===== src/rtl/irq_agg_pkg.sv =====
package irq_agg_pkg;

    localparam int NSRC   = 4;
    localparam int ADDR_W = 4;

    localparam int SRC_HALT = 0;
    localparam int SRC_SW0  = 1;
    localparam int SRC_SW1  = 2;
    localparam int SRC_XERR = 3;

    typedef logic [NSRC-1:0] src_vec_t;

    typedef enum logic [ADDR_W-1:0] {
        RG_STAT = 4'd0,
        RG_SET  = 4'd1,
        RG_CLR  = 4'd2,
        RG_MASK = 4'd3,
        RG_MSET = 4'd4,
        RG_MCLR = 4'd5,
        RG_DEST = 4'd6,
        RG_DSET = 4'd7,
        RG_DCLR = 4'd8,
        RG_XERR = 4'd9
    } reg_sel_e;

    typedef struct packed {
        src_vec_t stat;
    } stat_st_t;

    typedef struct packed {
        src_vec_t val;
    } gate_st_t;

    typedef struct packed {
        logic irq;
    } top_st_t;

endpackage


===== src/rtl/irq_status_bank.sv =====
module irq_status_bank
    import irq_agg_pkg::*;
(
    input  logic     clk,
    input  logic     rst_n,
    input  src_vec_t evt,
    input  logic     set_stb,
    input  logic     clr_stb,
    input  src_vec_t wval,
    output src_vec_t stat_d,
    output src_vec_t stat_q
);

    stat_st_t st_d, st_q;

    always_comb begin
        src_vec_t clr_bits;
        src_vec_t set_bits;
        clr_bits  = clr_stb ? wval : '0;
        set_bits  = set_stb ? wval : '0;
        // events are ORed in after the clear so they win a collision
        st_d.stat = (st_q.stat & ~clr_bits) | set_bits | evt;
    end

    always_ff @(posedge clk or negedge rst_n) begin
        if (!rst_n) st_q <= '0;
        else        st_q <= st_d;
    end

    assign stat_d = st_d.stat;
    assign stat_q = st_q.stat;

endmodule


===== src/rtl/irq_gate_reg.sv =====
module irq_gate_reg
    import irq_agg_pkg::*;
(
    input  logic     clk,
    input  logic     rst_n,
    input  logic     wr_stb,
    input  logic     set_stb,
    input  logic     clr_stb,
    input  src_vec_t wval,
    output src_vec_t val_d,
    output src_vec_t val_q
);

    gate_st_t st_d, st_q;

    always_comb begin
        st_d = st_q;
        if (wr_stb)  st_d.val = wval;
        if (set_stb) st_d.val = st_q.val | wval;
        if (clr_stb) st_d.val = st_q.val & ~wval;
    end

    always_ff @(posedge clk or negedge rst_n) begin
        if (!rst_n) st_q <= '0;
        else        st_q <= st_d;
    end

    assign val_d = st_d.val;
    assign val_q = st_q.val;

endmodule


===== src/rtl/irq_xerr_log.sv =====
module irq_xerr_log #(
    parameter int CODE_W = 8
) (
    input  logic              clk,
    input  logic              rst_n,
    input  logic              evt,
    input  logic [CODE_W-1:0] code_in,
    input  logic              wr_stb,
    input  logic              keep_valid,
    output logic              valid_q,
    output logic [CODE_W-1:0] code_q
);

    typedef struct packed {
        logic              valid;
        logic [CODE_W-1:0] code;
    } xlog_st_t;

    xlog_st_t st_d, st_q;

    always_comb begin
        st_d = st_q;
        if (evt) begin
            st_d.valid = 1'b1;
            st_d.code  = code_in;
        end else if (wr_stb) begin
            st_d.valid = st_q.valid & keep_valid;
        end
    end

    always_ff @(posedge clk or negedge rst_n) begin
        if (!rst_n) st_q <= '0;
        else        st_q <= st_d;
    end

    assign valid_q = st_q.valid;
    assign code_q  = st_q.code;

endmodule


===== src/rtl/irq_agg_unit.sv =====
module irq_agg_unit
    import irq_agg_pkg::*;
#(
    parameter int DATA_W = 32,
    parameter int CODE_W = 8
) (
    input  logic              clk,
    input  logic              rst_n,
    input  logic              bus_wr,
    input  logic [ADDR_W-1:0] bus_addr,
    input  logic [DATA_W-1:0] bus_wdata,
    output logic [DATA_W-1:0] bus_rdata,
    input  logic              evt_halt,
    input  logic              evt_sw0,
    input  logic              evt_sw1,
    input  logic              evt_xerr,
    input  logic [CODE_W-1:0] xerr_code,
    output logic              host_irq
);

    localparam int VALID_POS = DATA_W - 1;
    localparam int NGATE     = 2;
    localparam int G_MASK    = 0;
    localparam int G_DEST    = 1;

    src_vec_t evt_v;
    src_vec_t wval;
    reg_sel_e sel;

    assign evt_v[SRC_HALT] = evt_halt;
    assign evt_v[SRC_SW0]  = evt_sw0;
    assign evt_v[SRC_SW1]  = evt_sw1;
    assign evt_v[SRC_XERR] = evt_xerr;
    assign wval            = bus_wdata[NSRC-1:0];
    assign sel             = reg_sel_e'(bus_addr);

    // write decode
    logic             st_set, st_clr, x_wr;
    logic [NGATE-1:0] g_wr, g_set, g_clr;

    always_comb begin
        st_set = 1'b0;
        st_clr = 1'b0;
        x_wr   = 1'b0;
        g_wr   = '0;
        g_set  = '0;
        g_clr  = '0;
        if (bus_wr) begin
            case (sel)
                RG_SET:  st_set        = 1'b1;
                RG_CLR:  st_clr        = 1'b1;
                RG_MASK: g_wr[G_MASK]  = 1'b1;
                RG_MSET: g_set[G_MASK] = 1'b1;
                RG_MCLR: g_clr[G_MASK] = 1'b1;
                RG_DEST: g_wr[G_DEST]  = 1'b1;
                RG_DSET: g_set[G_DEST] = 1'b1;
                RG_DCLR: g_clr[G_DEST] = 1'b1;
                RG_XERR: x_wr          = 1'b1;
                default: ;
            endcase
        end
    end

    src_vec_t stat_d, stat_q;

    irq_status_bank u_stat (
        .clk     (clk),
        .rst_n   (rst_n),
        .evt     (evt_v),
        .set_stb (st_set),
        .clr_stb (st_clr),
        .wval    (wval),
        .stat_d  (stat_d),
        .stat_q  (stat_q)
    );

    src_vec_t gate_d [NGATE];
    src_vec_t gate_q [NGATE];

    for (genvar k = 0; k < NGATE; k++) begin : g_gate
        irq_gate_reg u_gate (
            .clk     (clk),
            .rst_n   (rst_n),
            .wr_stb  (g_wr[k]),
            .set_stb (g_set[k]),
            .clr_stb (g_clr[k]),
            .wval    (wval),
            .val_d   (gate_d[k]),
            .val_q   (gate_q[k])
        );
    end

    logic              xv_q;
    logic [CODE_W-1:0] xc_q;

    irq_xerr_log #(.CODE_W(CODE_W)) u_xlog (
        .clk        (clk),
        .rst_n      (rst_n),
        .evt        (evt_xerr),
        .code_in    (xerr_code),
        .wr_stb     (x_wr),
        .keep_valid (bus_wdata[VALID_POS]),
        .valid_q    (xv_q),
        .code_q     (xc_q)
    );

    // routed interrupt flop, fed from next-state values
    top_st_t top_d, top_q;

    always_comb begin
        top_d.irq = |(stat_d & gate_d[G_MASK] & gate_d[G_DEST]);
    end

    always_ff @(posedge clk or negedge rst_n) begin
        if (!rst_n) top_q <= '0;
        else        top_q <= top_d;
    end

    assign host_irq = top_q.irq;

    // read mux
    always_comb begin
        bus_rdata = '0;
        case (sel)
            RG_STAT, RG_SET, RG_CLR:    bus_rdata[NSRC-1:0] = stat_q;
            RG_MASK, RG_MSET, RG_MCLR:  bus_rdata[NSRC-1:0] = gate_q[G_MASK];
            RG_DEST, RG_DSET, RG_DCLR:  bus_rdata[NSRC-1:0] = gate_q[G_DEST];
            RG_XERR: begin
                bus_rdata[VALID_POS]  = xv_q;
                bus_rdata[CODE_W-1:0] = xc_q;
            end
            default: ;
        endcase
    end

endmodule


===== config.mk =====
export PLATFORM = sky130hd
export DESIGN_NAME = irq_agg_unit
export DESIGN_NICKNAME = d
export VERILOG_FILES = /design/src/rtl/irq_agg_pkg.sv /design/src/rtl/irq_status_bank.sv /design/src/rtl/irq_gate_reg.sv /design/src/rtl/irq_xerr_log.sv /design/src/rtl/irq_agg_unit.sv
export SDC_FILE = /design/constraint.sdc
export NUM_CORES = 1
export LEC_CHECK = 0
export ABC_CLOCK_PERIOD_IN_PS = 1220
export BUFFER_PORTS_ARGS = -buffer_cell sky130_fd_sc_hd__clkbuf_2
export CAP_MARGIN = 25
export CORE_MARGIN = 2
export CORE_UTILIZATION = 40
export CTS_BUF_LIST = sky130_fd_sc_hd__clkbuf_2
export DETAILED_ROUTE_END_ITERATION = 10
export GPL_TIMING_DRIVEN = 0
export PLACE_DENSITY = 0.73
export SKIP_CTS_REPAIR_TIMING = 1
export SLEW_MARGIN = 15
export SYNTH_ARGS = -nofsm -noshare
export SYNTH_HDL_FRONTEND = slang
export SYNTH_SLANG_ARGS = --single-unit

===== constraint.sdc =====
create_clock -name clk -period 1.22 [get_ports clk]
set_input_delay 0 -clock clk [delete_from_list [all_inputs] [get_ports clk]]
set_output_delay 0 -clock clk [all_outputs]
set_load 0.01 [all_outputs]

-- Word-level counts from Yosys, hierarchy flattened
Index checks and enable logic that the tools add are counted.
- bitwise operators: 12
- equal/unequal tests: 9
- reduce and logical (&&, ||, !) cells: 6
- multiplexer cells: 28
- operator list (kind ; count):
    4-bit 2-to-1 mux ; 9
    4-bit AND ; 5
    4-bit by 3-bit == test with 1-bit output, second input constant ; 4
    4-bit bitwise OR ; 4
    4-bit one-hot mux with 4 select lines ; 1
    1-bit 2-to-1 mux ; 15
    3-bit OR reduction ; 3
    4-bit by 2-bit == test with 1-bit output, second input constant ; 2
    4-bit == test, second input constant ; 2
    4-bit NOT ; 2
    2-bit 2-to-1 mux ; 3
    4-bit by 1-bit == test with 1-bit output, second input constant ; 1
    4-bit logical NOT ; 1
    4-bit OR reduction ; 1
    2-bit nonzero test ; 1
    1-bit AND ; 1
- logic and storage cells: 61
- input bits: 51
- register bits: 22
- output and inout bits: 33

-- Depth between registers and ports, before layout
Gate-level depths: netlist of run 1.
- depth in word-level cells: 11
- gate-level depth with buffers: 7
- mapped depth without buffers: 5

-- Hierarchy
From an unflattened synthesis of run 1, not the netlist that was laid out.
- cells, all modules: 161
- area, all modules: 1508.9 um2
- modules (own cells, without submodules) (module ; area each (um2) ; sequential area each (um2) ; cells each ; instances):
    irq_agg_unit ; 559.3 ; 25.0 ; 77 ; 1
    irq_gate_reg ; 211.5 ; 100.1 ; 26 ; 2
    irq_xerr_log ; 371.6 ; 225.2 ; 20 ; 1
    irq_status_bank ; 155.1 ; 100.1 ; 12 ; 1

-- Worst setup path after synthesis of run 1
OpenSTA, ideal clock, no wires.
- path kind: input to register
- from: input bus_addr[3]
- to: register top_q (netlist: host_irq)
- stages on the path: 6
- library setup time: 0.130 ns
- required time: 1.090 ns
- slack: 0.160 ns
- arrival time: 0.931 ns
- path buffers: 1
- cell sequence: buf_2 > nand4b_2 > o21a_1 > o221a_2 > nand3_1 > nand4_1
- elaborated cells between the ends (all ways): 36
- those cells by class: eq/ne (8); mux (21); bitwise (6); reduce/logical (1)
- RTL lines (element ; RTL line ; source):
    start, declared ; irq_agg_unit.sv:10 ; input logic [ADDR_W-1:0] bus_addr,
    4-bit by 3-bit == test with 1-bit output ; irq_agg_unit.sv:49 ; case (sel)
    1-bit 2-to-1 mux ; irq_agg_unit.sv:49 ;
    2-bit 2-to-1 mux ; irq_agg_unit.sv:48 ; if (bus_wr) begin
    4-bit 2-to-1 mux ; irq_gate_reg.sv:18 ; if (wr_stb) st_d.val = wval;
    4-bit 2-to-1 mux ; irq_gate_reg.sv:19 ; if (set_stb) st_d.val = st_q.val | wval;
    4-bit 2-to-1 mux (*) ; irq_gate_reg.sv:20 ; if (clr_stb) st_d.val = st_q.val & ~wval;
    net g_gate[1].u_gate.val_d[1] ; irq_gate_reg.sv:10 ; output src_vec_t val_d,
    4-bit AND (*) ; irq_agg_unit.sv:111 ; top_d.irq = |(stat_d & gate_d[G_MASK] & gate_d[G_DEST]);
    4-bit OR reduction (*) ; irq_agg_unit.sv:111 ;
    net top_d ; irq_agg_unit.sv:108 ; top_st_t top_d, top_q;
    end signal, assigned ; irq_agg_unit.sv:116 ; else top_q <= top_d;
    end, declared ; irq_agg_unit.sv:108 ;
Mark *: on every way through the listed nets, which the timed path passes. The rest lies on a longest branch.
A chain may end at the register's enable or synchronous reset.

-- Worst setup path after layout of run 1
- from: register u_stat.st_q, in the netlist u_stat.stat_q[1]
- to: output bus_rdata[1]
- longest elaborated chain between the ends: 1
- RTL lines (element ; RTL line ; source):
    start, declared ; irq_status_bank.sv:14 ; stat_st_t st_d, st_q;
    start signal, assigned ; irq_status_bank.sv:27 ; else st_q <= st_d;
    4-bit one-hot mux with 4 select lines ; irq_agg_unit.sv:124 ; case (sel)
    end, declared ; irq_agg_unit.sv:12 ; output logic [DATA_W-1:0] bus_rdata,
Every way passes these cells.

==> results of run 1 <==
[sequential cells by signal (all words and copies together) (netlist names)]
| name | count |
|---|---|
| g_gate.u_gate.val_q | 8 |
| u_xlog.valid_q | 1 |
| u_xlog.code_q | 8 |
| u_stat.stat_q | 4 |
| host_irq | 1 |
[Yosys cell counts, types with 2 or more instances]
cell type | n | area share, %
a21oi_1 | 18 | 5.8
a22oi_1 | 7 | 3.4
a311oi_1 | 3 | 1.7
a31oi_1 | 3 | 1.2
and2_1 | 5 | 2.0
and3_1 | 4 | 1.6
and4bb_1 | 2 | 1.6
buf_2 | 4 | 1.3
buf_4 | 24 | 12
buf_6 | 2 | 1.4
clkbuf_1 | 3 | 0.72
dfrtp_1 | 22 | 35
inv_1 | 5 | 1.2
mux2_2 | 8 | 5.8
nand2_1 | 4 | 0.96
nand2b_1 | 4 | 1.6
nand3_1 | 11 | 3.5
nand4_1 | 2 | 0.80
nor2b_1 | 3 | 1.2
nor3_1 | 2 | 0.64
nor3_2 | 3 | 1.9
o21a_1 | 2 | 0.96
o21ai_0 | 4 | 1.3
o21ai_1 | 4 | 1.3
o221ai_1 | 3 | 1.7
[logic make-up after synthesis]
group / after synthesis / share of synthesized area [%]
buffers and inverters: 38 / 16.24
other: 1 / 0.2409
multiplexers: 8 / 5.788
AO/OA/AOI/OAI: 51 / 21.30
AND/OR/NAND/NOR: 48 / 21.06
flip-flops: 22 / 35.37
[routing by layer]
| layer | up-vias | part of all wire [%] | GRT usage (%) |
|---|---|---|---|
| li1 | 718 | - | - |
| met4 | 0 | 0.96 | 5.357 |
| met3 | 5 | 6.9 | 3.748 |
| met1 | 668 | 43 | 24.36 |
| met5 | - | 0 | 0 |
| met2 | 62 | 49 | 27.25 |
[worst register-to-register path, delay by kind of cell (launching register included)]
kind | cells | cell delay, ns
flops | 1 | 0.44
compound gates | 2 | 0.30
simple gates | 2 | 0.21
buf+inv | 1 | 0.14
[metrics by stage]
| step | setup TNS (ns) | std cells |
|---|---|---|
| after floorplan | 0 | 190 |
| after global placement | -0.9475 | 268 |
| after detailed placement | -0.8193 | 268 |
| after CTS | -0.6539 | 272 |
| after global routing | -1.528 | 287 |
| final | -0.4652 | 287 |
[power by group through the flow]
stage | clock (mW) | combinational, mW | sequential [mW]
final | 0.532 | 0.504 | 0.832
after global routing | 0.569 | 0.557 | 0.843
after CTS | 0.529 | 0.463 | 0.832
after detailed placement | 0 | 0.462 | 0.844
after global placement | 0 | 0.456 | 0.843
after floorplan | 0 | 0.315 | 0.841
[how the worst max path moves through the flow]
| stage | startpoint | end | slack (ns) | cells after the start |
|---|---|---|---|---|
| 5_1_grt | u_xlog.code_q[3] | bus_rdata[3] | -0.24 | 5 |
| 2_1_floorplan | bus_addr[3] | host_irq | 0.16 | 6 |
| 3_5_place_dp | bus_addr[3] | bus_rdata[0] | -0.18 | 8 |
| 6_report | u_stat.stat_q[1] | bus_rdata[1] | -0.14 | 5 |
| 4_1_cts | bus_addr[3] | bus_rdata[0] | -0.18 | 8 |
| 3_3_place_gp | bus_addr[3] | bus_rdata[0] | -0.20 | 8 |
[layout make-up]
| cell class | instances | area share [%] |
|---|---|---|
| multi-input cells | 130 | 41.66 |
| flip-flops and latches | 22 | 26.80 |
| repair buffers | 45 | 14.13 |
| plain buffers | 33 | 11.39 |
| well taps | 48 | 2.923 |
| clock inverters | 1 | 1.462 |
| inverters | 5 | 0.9135 |
| clock buffers | 3 | 0.7308 |
==> qor.yml, run 1 <==
worst_setup_path:
  reg2regPathDepth: 5
  crit_chain: "nand2b_1 > a21oi_2 > a21oi_1 > o21ai_1 > buf_2"
  critical_path_class: "reg -> out"
  cp_slowest_cell: "dfrtp_1"
  crit_path_end_kind: "primary output"
  cp_max_fo: 3
  critPathTopFamily: "flip-flops"
  path_buf_inv: 1
  crit_required_ns: 1.22
  arrival_ns: 1.36
  critPathLaunchType: "flip-flop"
  crit_path_max_incr_delay_ns: 0.43
  r2r-end: "host_irq"
  r2r_slack_ns: 0.03
  r2r-start: "u_stat.stat_q[2]"
power_and_ir_drop:
  power.share.switching_pct: 29.55
  p_switching_uw: 551.8
  power_frac_comb_pct: 27.0
  power_density_nw_per_um2: 909.0
  p_seq_share_pct: 44.6
  design_power_total_mw: 1.868
  vdd_drop_max_mv: 1.073
  power_frac_clock_pct: 28.5
  p_leak_nw: 0.9718
  power.internal_mw: 1.316
global_route:
  grt_use_total_pct: 17.57
  antenna_found_initial: 0
  grt_pass1_vias: 1229
  grt_pass1_wl_mm: 5.899
  grt.overflow.total: 0
  grt_max_degree: 23
sta:
  fmax_ghz: 0.7356
  setup_slack_ns: -0.1395
  setup-violations-final: 4
  finalMaxSlewViolations: 0
  finalCritPeriodShare_pct: 111.4
  holdWs_ns: 0.02268
  rsz0062_at_grt: "yes"
  slew_headroom_pct: 62.83
  worstMarginPinSlew_ns: 0.5575
  hold_violations: 0
  fin_skew_ns: 0.002877
  fin_crit_ns: 1.360
cts:
  clkLatencyLatePin_ns: 0.36
  cts_buffer_depth: 2
  cts_tree: "done"
  htree_levels: 1
  cts-root-buf: "clkbuf_2"
  numCtsBuffers: 3
  cts.sinks: 22
  path_clk_slew_ns: 0.22
synth:
  async_flop_share_pct: 100.0
  yosysUniqueCellTypes: 41
  syn-cell-area_um2: 1556
  ys.flop_type: "dfrtp_1"
  yosysWarnings: 0
  yosysSeqAreaShare_pct: 35.37
  syn_inst: 168
  synth-edff-count: 0
  synth_seq_cells: 22
  syn_avg_cell_area_um2: 9.265
cells_and_area:
  final_common_cell: "clkbuf_2"
  multi_input_area_um2: 855.8
  syn_to_final_growth_pct: 31.99
  regArea_um2: 550.5
  drive_above_1_share_pct: 35.98
  nets: 291
  stdcell_area_um2: 2054
  nFillCells: 356
  final_core_util_pct: 55.70
  final_cell_mix: "clkbuf_2, buf_4, conb_1"
  n_antenna_cell: 0
floorplan:
  die_height_um: 66.38
  rows: 22
  num_io_pins: 84
  die-width_um: 66.38
  core_um2: 3689
  fp.dieArea_um2: 4406
  initial_utilization_pct: 42.20
placement:
  portBuffers: 30
  pre_cts_ws_ns: -0.1784
  dp_hpwl_mm: 2.744
  gp_congestion: 0.9183
  place_area_um2: 1849
routing:
  drc_errors: 0
  postRouteAntennaNets: 0
  vias: 1453
  totalWireLength_mm: 3.837
  drtPass1Iterations: 4
  post_drt_wl_per_cell_um: 13.37
  drt_iter0_drc: 104
  vias_per_cell: 5.063
outcome:
  failed_checks: "setup timing"
  status: "complete, but fails checks"
min_path:
  hp-class: "in -> reg"
  holdCritStartpoint: "evt_sw0"
  hold-path-endpoint: "u_stat.stat_q[1]"
  holdPathStages: 4
flow_run:
  cap_viol_max_count: 0
Note: power is estimated with default switching activity, not from simulation.
==> inputs of run 2 (changes only) <==
ABC_CLOCK_PERIOD_IN_PS = 1800   (was 1220)
GPL_TIMING_DRIVEN = not set   (was 0)
clock period = 1.8 ns   (was 1.22 ns; I/O delays follow)
==> run 2 against run 1 <==
  * The run now ends clean
  * Clock power is 35% lower
  * Highest routed layer unchanged
  * Largest cell class unchanged
  * Register-to-register slack gained 0.35 ns
  * Utilization decreased by 5.3 points
  * Non-clock buffer count decreased by 26
  * Combinational power decreased by 42%
  * First-iteration DRC count shrank 73%
  * Clock-buffer cell count unchanged
==> qor.yml, run 2 (synthesis results as in run 1) <==
outcome:
  status: "completed"
routing:
  post_drt_wl_per_cell_um: 13.30  # -0.50%
  wl_met2_mm: 1.715  # -8.1%
  drt_iter0_drc: 28  # -73%
  vias: 1374  # -5.4%
  postRouteAntennaNets: 0  # unchanged
  drc_errors: 0  # unchanged
  wl_met3_um: 195  # -26%
  top_layer: "met4"
  drtPass1Iterations: 4  # unchanged
  wirelength_met1_mm: 1.538  # -7.7%
  totalWireLength_mm: 3.472  # -9.5%
  vias_per_cell: 5.264  # +4.0%
sta:
  fin_skew_ns: 0.008021  # +0.005143 ns
  hold_violations: 0  # unchanged
  holdWs_ns: 0.02313  # +0.0004439 ns
  finalCritPeriodShare_pct: 82.46
  rsz0062_at_grt: "no"
  tns_ns: 0  # +0.4652 ns
  setup-violations-final: 0  # -4
  finalMaxSlewViolations: 0  # unchanged
  fmax_ghz: 0.6738
  slew_headroom_pct: 64.29  # +1.5 points
  fin_crit_ns: 1.484
  setup_slack_ns: 0.3158  # +0.4553 ns
  worstMarginPinSlew_ns: 0.5356  # -0.02186 ns
power_and_ir_drop:
  p_seq_share_pct: 46.8  # +2.2 points
  design_power_total_mw: 1.203  # -36%
  p_switching_uw: 347.3  # -37%
  power.internal_uw: 855.7  # -35%
  power.share.switching_pct: 28.87  # -0.68 points
  vdd_drop_max_mv: 0.4224  # -61%
  power_frac_clock_pct: 28.8  # +0.3 points
  power_frac_comb_pct: 24.4  # -2.6 points
  power_density_nw_per_um2: 647.4  # -29%
  p_leak_nw: 0.8282  # -15%
placement:
  dp_hpwl_mm: 2.518  # -8.3%
  place_inst: 241  # -10%
  pre_cts_ws_ns: 0.3487  # +0.5271 ns
  portBuffers: 33  # +10%
  place_area_um2: 1653  # -11%
  gp_congestion: 0.7905  # -14%
cts:
  path_clk_slew_ns: 0.21  # about the same
  cts_buffer_depth: 2  # unchanged
  cts-root-buf: "clkbuf_2"
  htree_levels: 1  # unchanged
  numCtsBuffers: 3  # unchanged
  cts.sinks: 22  # unchanged
  clkLatencyLatePin_ns: 0.34  # -0.02 ns
  cts_tree: "done"
worst_setup_path:
  arrival_ns: 1.48  # +0.12 ns
  crit_path_end_kind: "primary output"
  reg2regPathDepth: 3  # -2
  cp_max_fo: 20  # +17
  critPathLaunchType: "input pin"
  critical_path_class: "in -> out"
  crit_required_ns: 1.80  # +0.58 ns
cells_and_area:
  syn_to_final_growth_pct: 19.37
  final_common_cell: "clkbuf_2"
  nets: 265  # -8.9%
  stdcell_area_um2: 1858  # -9.6%
  final_cell_mix: "clkbuf_2, conb_1, dfrtp_1"
  n_antenna_cell: 0  # unchanged
  final_core_util_pct: 50.37  # -5.3 points
  drive_above_1_share_pct: 25.82  # -10 points
  nFillCells: 357  # +0.28%
  final_cells: 261  # -9.1%
floorplan:
  rows: 22  # unchanged
  die-width_um: 66.38  # unchanged
  num_io_pins: 84  # unchanged
  core_um2: 3689  # unchanged
  die_height_um: 66.38  # unchanged
  initial_utilization_pct: 42.20  # unchanged
  fp.dieArea_um2: 4406  # unchanged
min_path:
  holdPathStages: 2  # -2
  hp-class: "in -> reg"
global_route:
  grt_max_degree: 25  # +8.7%
  grt_pass1_vias: 1216  # -1.1%
  grt_pass1_wl_mm: 5.644  # -4.3%
  grt_use_total_pct: 16.89  # -0.68 points
  grt.overflow.total: 0  # unchanged
  antenna_found_initial: 0  # unchanged
flow_run:
  cap_viol_max_count: 0  # unchanged
-- run 2: changes by cell type in the layout (fill, tap and decap cells not counted), moves of 2 or more --
| cell | delta |
|---|---|
| a21oi_1 | +2 |
| buf_4 | -25 |
| a21oi_2 | -2 |
| buf_6 | -2 |
| clkbuf_2 | +6 |
| dlygate4sd3_1 | +5 |
| buf_2 | -7 |
| clkbuf_1 | -3 |
-- run 2: final cells by class --
type / instances / area [um2] / area share [%]
clock buffers: 3 / 15.01 / 0.8081
clock inverters: 1 / 30.03 / 1.616
inverters: 5 / 18.77 / 1.010
multi-input cells: 130 / 835.8 / 44.98
flip-flops and latches: 22 / 550.5 / 29.63
well taps: 48 / 60.06 / 3.232
repair buffers: 52 / 347.8 / 18.72
-- run 2: worst paths after layout --
| check | from | slack (ns) | endpoint |
|---|---|---|---|
| worst max-delay path | bus_addr[3] | 0.32 | bus_rdata[1] |
| worst min-delay path | evt_xerr | 0.02 | u_xlog.valid_q |
| worst max register to register | u_stat.stat_q[2] | 0.38 | u_stat.stat_q[2] |
| worst min register to register | u_xlog.valid_q | 0.50 | u_xlog.valid_q |
| max in group asynchronous | rst_n | 1.31 | g_gate[0].u_gate.val_q[3] |
| min in group asynchronous | rst_n | 0.13 | g_gate[0].u_gate.val_q[0] |
-- run 2: power groups by stage --
stage,Clock [mW],Combinational [mW],Sequential (mW)
2_1_floorplan,0,0.214,0.570
3_3_place_gp,0,0.265,0.571
3_5_place_dp,0,0.270,0.571
4_1_cts,0.362,0.270,0.563
5_1_grt,0.377,0.332,0.571
6_report,0.347,0.293,0.563
-- run 2: critical path: stages --
cell and delay, ns:
clkbuf_2 0.30, nor3b_2 0.37, inv_1 0.07, o22ai_1 0.30, a22oi_1 0.16, o21ai_1 0.13
clkbuf_2 0.16
-- run 2: layer usage --
layer | vias to the layer above | GRT usage, %
met1 | 646 | 22.46
li1 | 667 | -
met5 | - | 0
met4 | 0 | 6.122
met2 | 58 | 27.50
met3 | 3 | 2.726
